--- src/rtl/bkpt_pkg.sv ---
package bkpt_pkg;
    // Register indices on the configuration port
    localparam int IDX_EXEC_ADDR = 0;
    localparam int IDX_EXEC_MASK = 1;
    localparam int IDX_DATA_ADDR = 2;
    localparam int IDX_DATA_MASK = 3;
    localparam int IDX_CTRL      = 4;
    localparam int IDX_STATUS    = 5;

    // Control field: four bits starting at bit 24
    localparam int CTRL_LSB  = 24;
    localparam int CTRL_W    = 4;
    localparam int CTL_EXEC  = 0; // bit 24
    localparam int CTL_DATA  = 1; // bit 25
    localparam int CTL_RD    = 2; // bit 26
    localparam int CTL_WR    = 3; // bit 27

    // Breakpoint channels
    localparam int CH_EXEC   = 0;
    localparam int CH_DATA   = 1;
    localparam int NUM_CH    = 2;

    localparam logic [31:0] DEBUG_VECTOR = 32'h0000_0040;
endpackage

--- src/rtl/bkpt_cmp.sv ---
module bkpt_cmp #(
    parameter int AW = 32
) (
    input  logic          valid,
    input  logic          arm,
    input  logic [AW-1:0] addr,
    input  logic [AW-1:0] ref_addr,
    input  logic [AW-1:0] ref_mask,
    output logic          hit
);
    logic [AW-1:0] masked;

    always_comb begin
        masked = addr & ref_mask;
        hit    = valid && arm && (masked == ref_addr);
    end
endmodule

--- src/rtl/bkpt_qual.sv ---
module bkpt_qual
    import bkpt_pkg::*;
(
    input  logic [CTRL_W-1:0] ctl,
    input  logic              is_write,
    output logic [NUM_CH-1:0] arm
);
    always_comb begin
        arm          = '0;
        arm[CH_EXEC] = ctl[CTL_EXEC];
        // data breakpoint needs its enable plus the enable for this access type
        arm[CH_DATA] = ctl[CTL_DATA] && (is_write ? ctl[CTL_WR] : ctl[CTL_RD]);
    end
endmodule

--- src/rtl/bkpt_regs.sv ---
module bkpt_regs
    import bkpt_pkg::*;
#(
    parameter int AW    = 32,
    parameter int IDX_W = 3
) (
    input  logic                       clk,
    input  logic                       rst_n,
    input  logic                       we,
    input  logic [IDX_W-1:0]           idx,
    input  logic [AW-1:0]              wdata,
    input  logic [NUM_CH-1:0]          hit,
    output logic [AW-1:0]              rdata,
    output logic [NUM_CH-1:0][AW-1:0]  ref_addr,
    output logic [NUM_CH-1:0][AW-1:0]  ref_mask,
    output logic [CTRL_W-1:0]          ctl_q,
    output logic [NUM_CH-1:0]          sticky_q
);
    localparam logic [IDX_W-1:0] I_CTRL   = IDX_W'(IDX_CTRL);
    localparam logic [IDX_W-1:0] I_STATUS = IDX_W'(IDX_STATUS);

    typedef struct packed {
        logic [NUM_CH-1:0][AW-1:0] addr;
        logic [NUM_CH-1:0][AW-1:0] mask;
        logic [CTRL_W-1:0]         ctl;
        logic [NUM_CH-1:0]         sticky;
    } regs_t;

    regs_t st_d, st_q;

    always_comb begin
        st_d = st_q;
        if (we) begin
            for (int ch = 0; ch < NUM_CH; ch++) begin
                if (idx == IDX_W'(2 * ch))     st_d.addr[ch] = wdata;
                if (idx == IDX_W'(2 * ch + 1)) st_d.mask[ch] = wdata;
            end
            if (idx == I_CTRL)   st_d.ctl    = wdata[CTRL_LSB +: CTRL_W];
            if (idx == I_STATUS) st_d.sticky = '0;
        end
        // a hit in the clearing cycle survives
        st_d.sticky = st_d.sticky | hit;
    end

    always_ff @(posedge clk or negedge rst_n) begin
        if (!rst_n) st_q <= '0;
        else        st_q <= st_d;
    end

    always_comb begin
        rdata = '0;
        for (int ch = 0; ch < NUM_CH; ch++) begin
            if (idx == IDX_W'(2 * ch))     rdata = st_q.addr[ch];
            if (idx == IDX_W'(2 * ch + 1)) rdata = st_q.mask[ch];
        end
        if (idx == I_CTRL)   rdata[CTRL_LSB +: CTRL_W] = st_q.ctl;
        if (idx == I_STATUS) rdata[NUM_CH-1:0]         = st_q.sticky;
    end

    assign ref_addr = st_q.addr;
    assign ref_mask = st_q.mask;
    assign ctl_q    = st_q.ctl;
    assign sticky_q = st_q.sticky;
endmodule

--- src/rtl/bkpt_unit.sv ---
module bkpt_unit
    import bkpt_pkg::*;
#(
    parameter int AW    = 32,
    parameter int IDX_W = 3
) (
    input  logic             clk,
    input  logic             rst_n,
    input  logic             cfg_we,
    input  logic [IDX_W-1:0] cfg_idx,
    input  logic [AW-1:0]    cfg_wdata,
    output logic [AW-1:0]    cfg_rdata,
    input  logic             fetch_valid,
    input  logic [AW-1:0]    fetch_pc,
    input  logic             dacc_valid,
    input  logic             dacc_write,
    input  logic [AW-1:0]    dacc_addr,
    output logic             brk_req,
    output logic [AW-1:0]    brk_vector
);
    logic [NUM_CH-1:0][AW-1:0] ref_addr;
    logic [NUM_CH-1:0][AW-1:0] ref_mask;
    logic [CTRL_W-1:0]         ctl_q;
    logic [NUM_CH-1:0]         sticky_q;
    logic [NUM_CH-1:0]         arm;
    logic [NUM_CH-1:0]         hit;
    logic [NUM_CH-1:0]         ch_valid;
    logic [NUM_CH-1:0][AW-1:0] ch_addr;

    assign ch_valid[CH_EXEC] = fetch_valid;
    assign ch_valid[CH_DATA] = dacc_valid;
    assign ch_addr[CH_EXEC]  = fetch_pc;
    assign ch_addr[CH_DATA]  = dacc_addr;

    bkpt_regs #(.AW(AW), .IDX_W(IDX_W)) u_regs (
        .clk      (clk),
        .rst_n    (rst_n),
        .we       (cfg_we),
        .idx      (cfg_idx),
        .wdata    (cfg_wdata),
        .hit      (hit),
        .rdata    (cfg_rdata),
        .ref_addr (ref_addr),
        .ref_mask (ref_mask),
        .ctl_q    (ctl_q),
        .sticky_q (sticky_q)
    );

    bkpt_qual u_qual (
        .ctl      (ctl_q),
        .is_write (dacc_write),
        .arm      (arm)
    );

    for (genvar ch = 0; ch < NUM_CH; ch++) begin : g_cmp
        bkpt_cmp #(.AW(AW)) u_cmp (
            .valid    (ch_valid[ch]),
            .arm      (arm[ch]),
            .addr     (ch_addr[ch]),
            .ref_addr (ref_addr[ch]),
            .ref_mask (ref_mask[ch]),
            .hit      (hit[ch])
        );
    end

    assign brk_req    = |hit;
    assign brk_vector = AW'(DEBUG_VECTOR);
endmodule

--- config.mk ---
export PLATFORM = sky130hd
export DESIGN_NAME = bkpt_unit
export DESIGN_NICKNAME = d
export VERILOG_FILES = /design/src/rtl/bkpt_pkg.sv /design/src/rtl/bkpt_cmp.sv /design/src/rtl/bkpt_qual.sv /design/src/rtl/bkpt_regs.sv /design/src/rtl/bkpt_unit.sv
export SDC_FILE = /design/constraint.sdc
export NUM_CORES = 1
export LEC_CHECK = 0
export ABC_AREA = 1
export CAP_MARGIN = 5
export CORE_UTILIZATION = 50
export CTS_BUF_LIST = sky130_fd_sc_hd__clkbuf_8
export DETAILED_ROUTE_END_ITERATION = 7
export PLACE_DENSITY_LB_ADDON = 0.25
export SYNTH_ARGS = -nofsm -noshare
export SYNTH_HDL_FRONTEND = slang
export SYNTH_HIERARCHICAL = 1
export SYNTH_SLANG_ARGS = --single-unit
--- constraint.sdc ---
create_clock -name clk -period 3.4 [get_ports clk]
set_clock_uncertainty 0.05 [all_clocks]
set_input_delay 1.02 -clock clk [delete_from_list [all_inputs] [get_ports clk]]
set_output_delay 1.02 -clock clk [all_outputs]
set_load 0.01 [all_outputs]
=== Yosys cells after proc, flatten, opt, wreduce, memory -nomap -nowiden ===
Cells that the tools add are included.
W data, S select, Z words.

* Equality and inequality tests: 7
* Muxes and demuxes: 9
* Bitwise gates (word level): 3
* Reductions and logical operators: 12

{| class="wikitable"
|+ Operators with widths
! kind !! number
|-
| $mux W32 || 4
|-
| $and A32 B32 Y32 || 2
|-
| $eq A32 B32 Y1 || 2
|-
| $reduce_and A2 Y1 || 5
|-
| $eq A3 B2 Y1 const B || 2
|-
| $eq A3 B3 Y1 const B || 2
|-
| $mux W2 || 3
|-
| $logic_and A1 B1 Y1 || 5
|-
| $mux W4 || 1
|-
| $eq A3 B1 Y1 const B || 1
|-
| $logic_not A3 Y1 || 1
|-
| $or A2 B2 Y2 || 1
|-
| $reduce_or A2 Y1 || 1
|-
| $mux W1 || 1
|}

* Flip-flop bits (word level): 134
* Bits of input ports: 105
* Word-level logic and storage cells: 37

=== Longest topological paths before layout ===
* Word-level depth: 6
* Mapped depth: 13
* Depth with buffers taken out: 13

=== Hierarchy ===
The synthesis kept the hierarchy.

{| class="wikitable"
|+ Modules (own cells, without submodules)
! module !! times used !! cells an instance !! area each (sq um) !! seq. area each (sq um)
|-
| bkpt_regs || 1 || 674 || 6,004.5 || 3,353.2
|-
| bkpt_cmp || 2 || 148 || 654.4 || 0.0
|-
| bkpt_unit || 1 || 37 || 259.0 || 0.0
|-
| bkpt_qual || 1 || 6 || 28.8 || 0.0
|}

=== Worst setup path after synthesis ===
OpenSTA, ideal clock, no wires.

* Kind: input -> output
* Start point: in cfg_idx[1]
* End point: out cfg_rdata[11]
* Arrival: 1.850 ns
* Slack: 0.480 ns
* Stages on the path: 5
* Path buffers: 2
* Path through: buf_4 nor3_4 buf_2 nand2_1 nand4_1

* Longest elaborated chain between the ends: 5
* Elaborated cells on any way between the ends: 8
* Classes of those cells: 3 x eq/ne; 4 x mux; 1 x reduce/logical

{| class="wikitable"
|+ RTL lines
! item !! line !! RTL
|-
| start, declared || bkpt_unit.sv:10 || <nowiki>input logic [IDX_W-1:0] cfg_idx,</nowiki>
|-
| $logic_not A3 Y1 || bkpt_regs.sv:53 || <nowiki>if (idx == IDX_W'(2 * ch)) rdata = st_q.addr[ch];</nowiki>
|-
| $mux W32 || bkpt_regs.sv:53 ||
|-
| $mux W32 || bkpt_regs.sv:54 || <nowiki>if (idx == IDX_W'(2 * ch + 1)) rdata = st_q.mask[ch];</nowiki>
|-
| $mux W32 || bkpt_regs.sv:53 ||
|-
| $mux W32 (*) || bkpt_regs.sv:54 ||
|-
| end, declared || bkpt_unit.sv:12 || <nowiki>output logic [AW-1:0] cfg_rdata,</nowiki>
|}

Every way passes the cells marked *; elsewhere a longest branch is shown, timed or not.

=== Worst setup path in the final report ===
* Start point: in dacc_addr[10]
* End point: out brk_req

* Longest elaborated chain between the ends: 4

{| class="wikitable"
|+ RTL lines
! item !! line !! RTL
|-
| start, declared || bkpt_unit.sv:17 || <nowiki>input logic [AW-1:0] dacc_addr,</nowiki>
|-
| $and A32 B32 Y32 || bkpt_cmp.sv:14 || <nowiki>masked = addr & ref_mask;</nowiki>
|-
| $eq A32 B32 Y1 || bkpt_cmp.sv:15 || <nowiki>hit = valid && arm && (masked == ref_addr);</nowiki>
|-
| $logic_and A1 B1 Y1 || bkpt_cmp.sv:15 ||
|-
| via hit[1] || bkpt_unit.sv:26 || <nowiki>logic [NUM_CH-1:0] hit;</nowiki>
|-
| $reduce_or A2 Y1 || bkpt_unit.sv:66 || <nowiki>assign brk_req = |hit;</nowiki>
|-
| end, declared || bkpt_unit.sv:18 || <nowiki>output logic brk_req,</nowiki>
|}

The timed path passes the listed nets, and every way through them passes these cells.

==> flow_summary_export.csv <==
group,metric,value,unit
routing,totalWireLength,22800,um
clock_network,insertion_delay,0.46,ns
min_path,hold_path_class,"register to register",
flow_run,drv.max_cap_violation_count,0,
power,max-vdd-ir-drop,251,uV
global_route,grt_max_degree,65,
setup_path,worst_setup_sp,"dacc_addr[10]",
place,place_hpwl,15400,um
timing,hold_violations,0,
place,weighted_congestion_reported_at_the_end_of_routability_driven_placement,0.873,
clock_network,tritoncts.num_buffers,17,
setup_path,criticalPathCategory,"input pin to output port",
outcome,status,"finished, violations left",
setup_path,critPathArrivalTime,2.30,ns
timing,setup_violators_final,0,
yosys,synthesis.area,0.00760,sq mm
yosys,netlist-cell-type-count,26,
yosys,synth_enable_flop_cells,0,
clock_network,cts_tree,"done",
setup_path,crit_path_start_kind,"input pin",
clock_network,cts_hold_repair.buffers,0,
yosys,synth_compound_gate_area_share,0.112,
finish,layout-drive-gt1-share,0.201,
timing,maxSlewHeadroom,0.475,
timing,timing.final.crit_period,3.37,ns
outcome,failed_checks,"design-rule violations",
place,place.port_buffers,137,
finish,final-instance-count-excl-fill,1398,
routing,route.vias.total,7432,
finish,area.growth.synth_to_final,34.1,%
routing,detailroute.wirelength.met2,10700,um
finish,layout.cells.most_common,"sky130_fd_sc_hd__nand2_1",
timing,timing.hold.ws,0.460,ns
global_route,grt_antenna_before_repair,0,
floorplan,core-area,0.0147,sq mm
routing,wire_length_on_met3,1740,um
setup_path,worstPathMaxFanout,2,
yosys,muxShareOfSynthArea,0,
yosys,yosys_warnings,6,
floorplan,row_count,44,
floorplan,die_height,125,um
place,count_of_placed_standard_cells_including_taps,1334,
routing,post_drt_wl_per_cell,16.3,um
global_route,grt_first_pass_wirelength,35000,um
yosys,area_share_of_xor_xnor_cells_in_the_synthesized_design,0.0253,
timing,tightest_slew,0.788,ns
floorplan,dieArea,0.0157,sq mm
clock_network,clock_tree.htree_level_count,4,
routing,drt.antenna.violating_nets,0,
yosys,ys.flop_type,"sky130_fd_sc_hd__dfrtp_1",
timing,slew_viol_final,0,
clock_network,clock_tree.root_cell,"sky130_fd_sc_hd__clkbuf_8",
clock_network,max-clock-path-buffers,2,
yosys,synth-seq-area-share,0.441,
finish,nNetsFinal,1309,
yosys,number_of_instances_in_the_synthesized_netlist,1013,
routing,drt_pass1_iterations,8,
yosys,basic_gate_share_of_the_synthesized_area_counting_and_or_nand_and_nor_cells,0.315,
clock_network,cts.reportedPaths.clkPinSlew,0.06,ns
global_route,grt_overflow,0,
routing,route.detailed.vias_per_inst,5.32,
power,finalPower,4.73,mW
setup_path,reg2reg_from,"u_regs/ctl_q[3]",
timing,timing.setup.tns,0,ns
global_route,first_global_vias,6682,
routing,initialDrtViolationCount,623,
timing,max_clock_freq,297,MHz
yosys,async_reset_ff_frac,1.00,
finish,most_frequent_cells_in_the_layout,"397 x sky130_fd_sc_hd__nand2_1, 134 x sky130_fd_sc_hd__dfrtp_1, 101 x sky130_fd_sc_hd__o21ai_1",
power,cellLeakagePower,5.43,nW
min_path,timing.hold.worst.start,"u_regs/ref_mask[20]",
floorplan,floorplan.io_pins,170,
yosys,syn-mean-instance-area,7.50,sq um
global_route,grt_util_all_layers,0.293,
floorplan,die_extent_in_x,125,um
finish,antenna_cells,0,
timing,finalCritPeriodShare,0.991,
power,pwr_density_cell,464,mW/mm^2
yosys,synth.ff_latch_count,134,
finish,finalCoreUtilization,0.693,
timing,rsz0062_at_grt,"yes",
routing,detail_route.drc_violations,10,
routing,m1WireLength,9650,um
setup_path,r2r_setup_slack,0.77,ns
setup_path,crit_path_end_kind,"output port",
clock_network,cts_sinks,134,
floorplan,initial_core_util,0.517,
routing,top_layer,"met4",
setup_path,critPathRequiredTime,2.33,ns
yosys,combinational_family_with_the_most_area_after_synthesis,"simple AND/OR/NAND/NOR gates",
yosys,synth_fa_ha_area_frac,0,
state kept, by name, summed over array words and instances (netlist names):
name	flops
u_regs/ctl_q	4
u_regs/ref_addr	64
u_regs/ref_mask	64
u_regs/sticky_q	2
timing repair:
| item | 4_1_cts | 5_1_grt |
|---|---|---|
| gates resized for setup | 193 | 103 |
| setup endpoints to repair | 33 | 23 |
| cloned | 1 | 1 |
| pin swaps | 27 | 71 |
| buffers inserted | 28 | 7 |
worst paths after layout:
check / endpoint / cells after the start
hold / removal: u_regs/ref_mask[20] / 2
setup / recovery: brk_req / 9
setup reg to reg: u_regs/sticky_q[1] / 22
min in group asynchronous: u_regs/ref_mask[55] / 1
hold reg to reg: u_regs/ref_mask[20] / 2
max in group asynchronous: u_regs/ref_addr[18] / 2
Yosys cell counts (12+ instances only):
| cell type | instances | area (sq um) |
|---|---|---|
| sky130_fd_sc_hd__buf_2 | 17 | 85.1 |
| sky130_fd_sc_hd__buf_4 | 40 | 300 |
| sky130_fd_sc_hd__dfrtp_1 | 134 | 3350 |
| sky130_fd_sc_hd__inv_1 | 75 | 282 |
| sky130_fd_sc_hd__nand2_1 | 422 | 1580 |
| sky130_fd_sc_hd__nand3_1 | 53 | 265 |
| sky130_fd_sc_hd__nand4_1 | 32 | 200 |
| sky130_fd_sc_hd__nor2_1 | 33 | 124 |
| sky130_fd_sc_hd__o21ai_0 | 12 | 60.1 |
| sky130_fd_sc_hd__o21ai_1 | 100 | 500 |
| sky130_fd_sc_hd__o21ai_2 | 30 | 263 |
| sky130_fd_sc_hd__xor2_1 | 20 | 175 |
per-stage QoR:
stage	worst slack (ns)	area [sq um]
finish	0.0298	10200
global route	-0.0176	10200
CTS	-0.125	9810
detailed placement	-0.794	9240
global placement	-0.802	9240
floorplan	0.480	7710
kinds of logic after synthesis:
| family | Yosys count |
|---|---|
| compound gates | 146 |
| xor+xnor | 22 |
| other cells | 2 |
| flops | 134 |
| buf+inv | 147 |
| simple gates | 562 |
metal layers:
layer  vias to the layer above  GRT usage
li1                       3557          -
met1                      3488      0.397
met2                       343      0.453
met3                        44     0.0552
met4                         0      0.142
met5                         -          0
final cells by class:
cell class | instances | area (sq um)
clock buffer | 22 | 303
clock inverter | 7 | 56.3
fill | 1199 | 4510
inverter | 77 | 297
multi-input combinational | 762 | 3790
sequential | 134 | 3350
tap | 184 | 230
timing repair buffer | 212 | 2160
where the power goes:
| group | total (mW) | internal, mW | switching (mW) |
|---|---|---|---|
| sequential | 2.19 | 1.89 | 0.303 |
| combinational | 1.31 | 0.571 | 0.736 |
| clock | 1.23 | 0.651 | 0.581 |
| total | 4.73 | 3.11 | 1.62 |
critical path: stages:
cell	delay (ns)
sky130_fd_sc_hd__clkdlybuf4s50_1	0.48
sky130_fd_sc_hd__nand2_1	0.07
sky130_fd_sc_hd__xnor2_1	0.14
sky130_fd_sc_hd__nor2_2	0.11
sky130_fd_sc_hd__nand3_2	0.09
sky130_fd_sc_hd__nor2_2	0.13
sky130_fd_sc_hd__inv_1	0.06
sky130_fd_sc_hd__nand2_2	0.08
sky130_fd_sc_hd__buf_6	0.11
(Power assumes the default switching activity.)
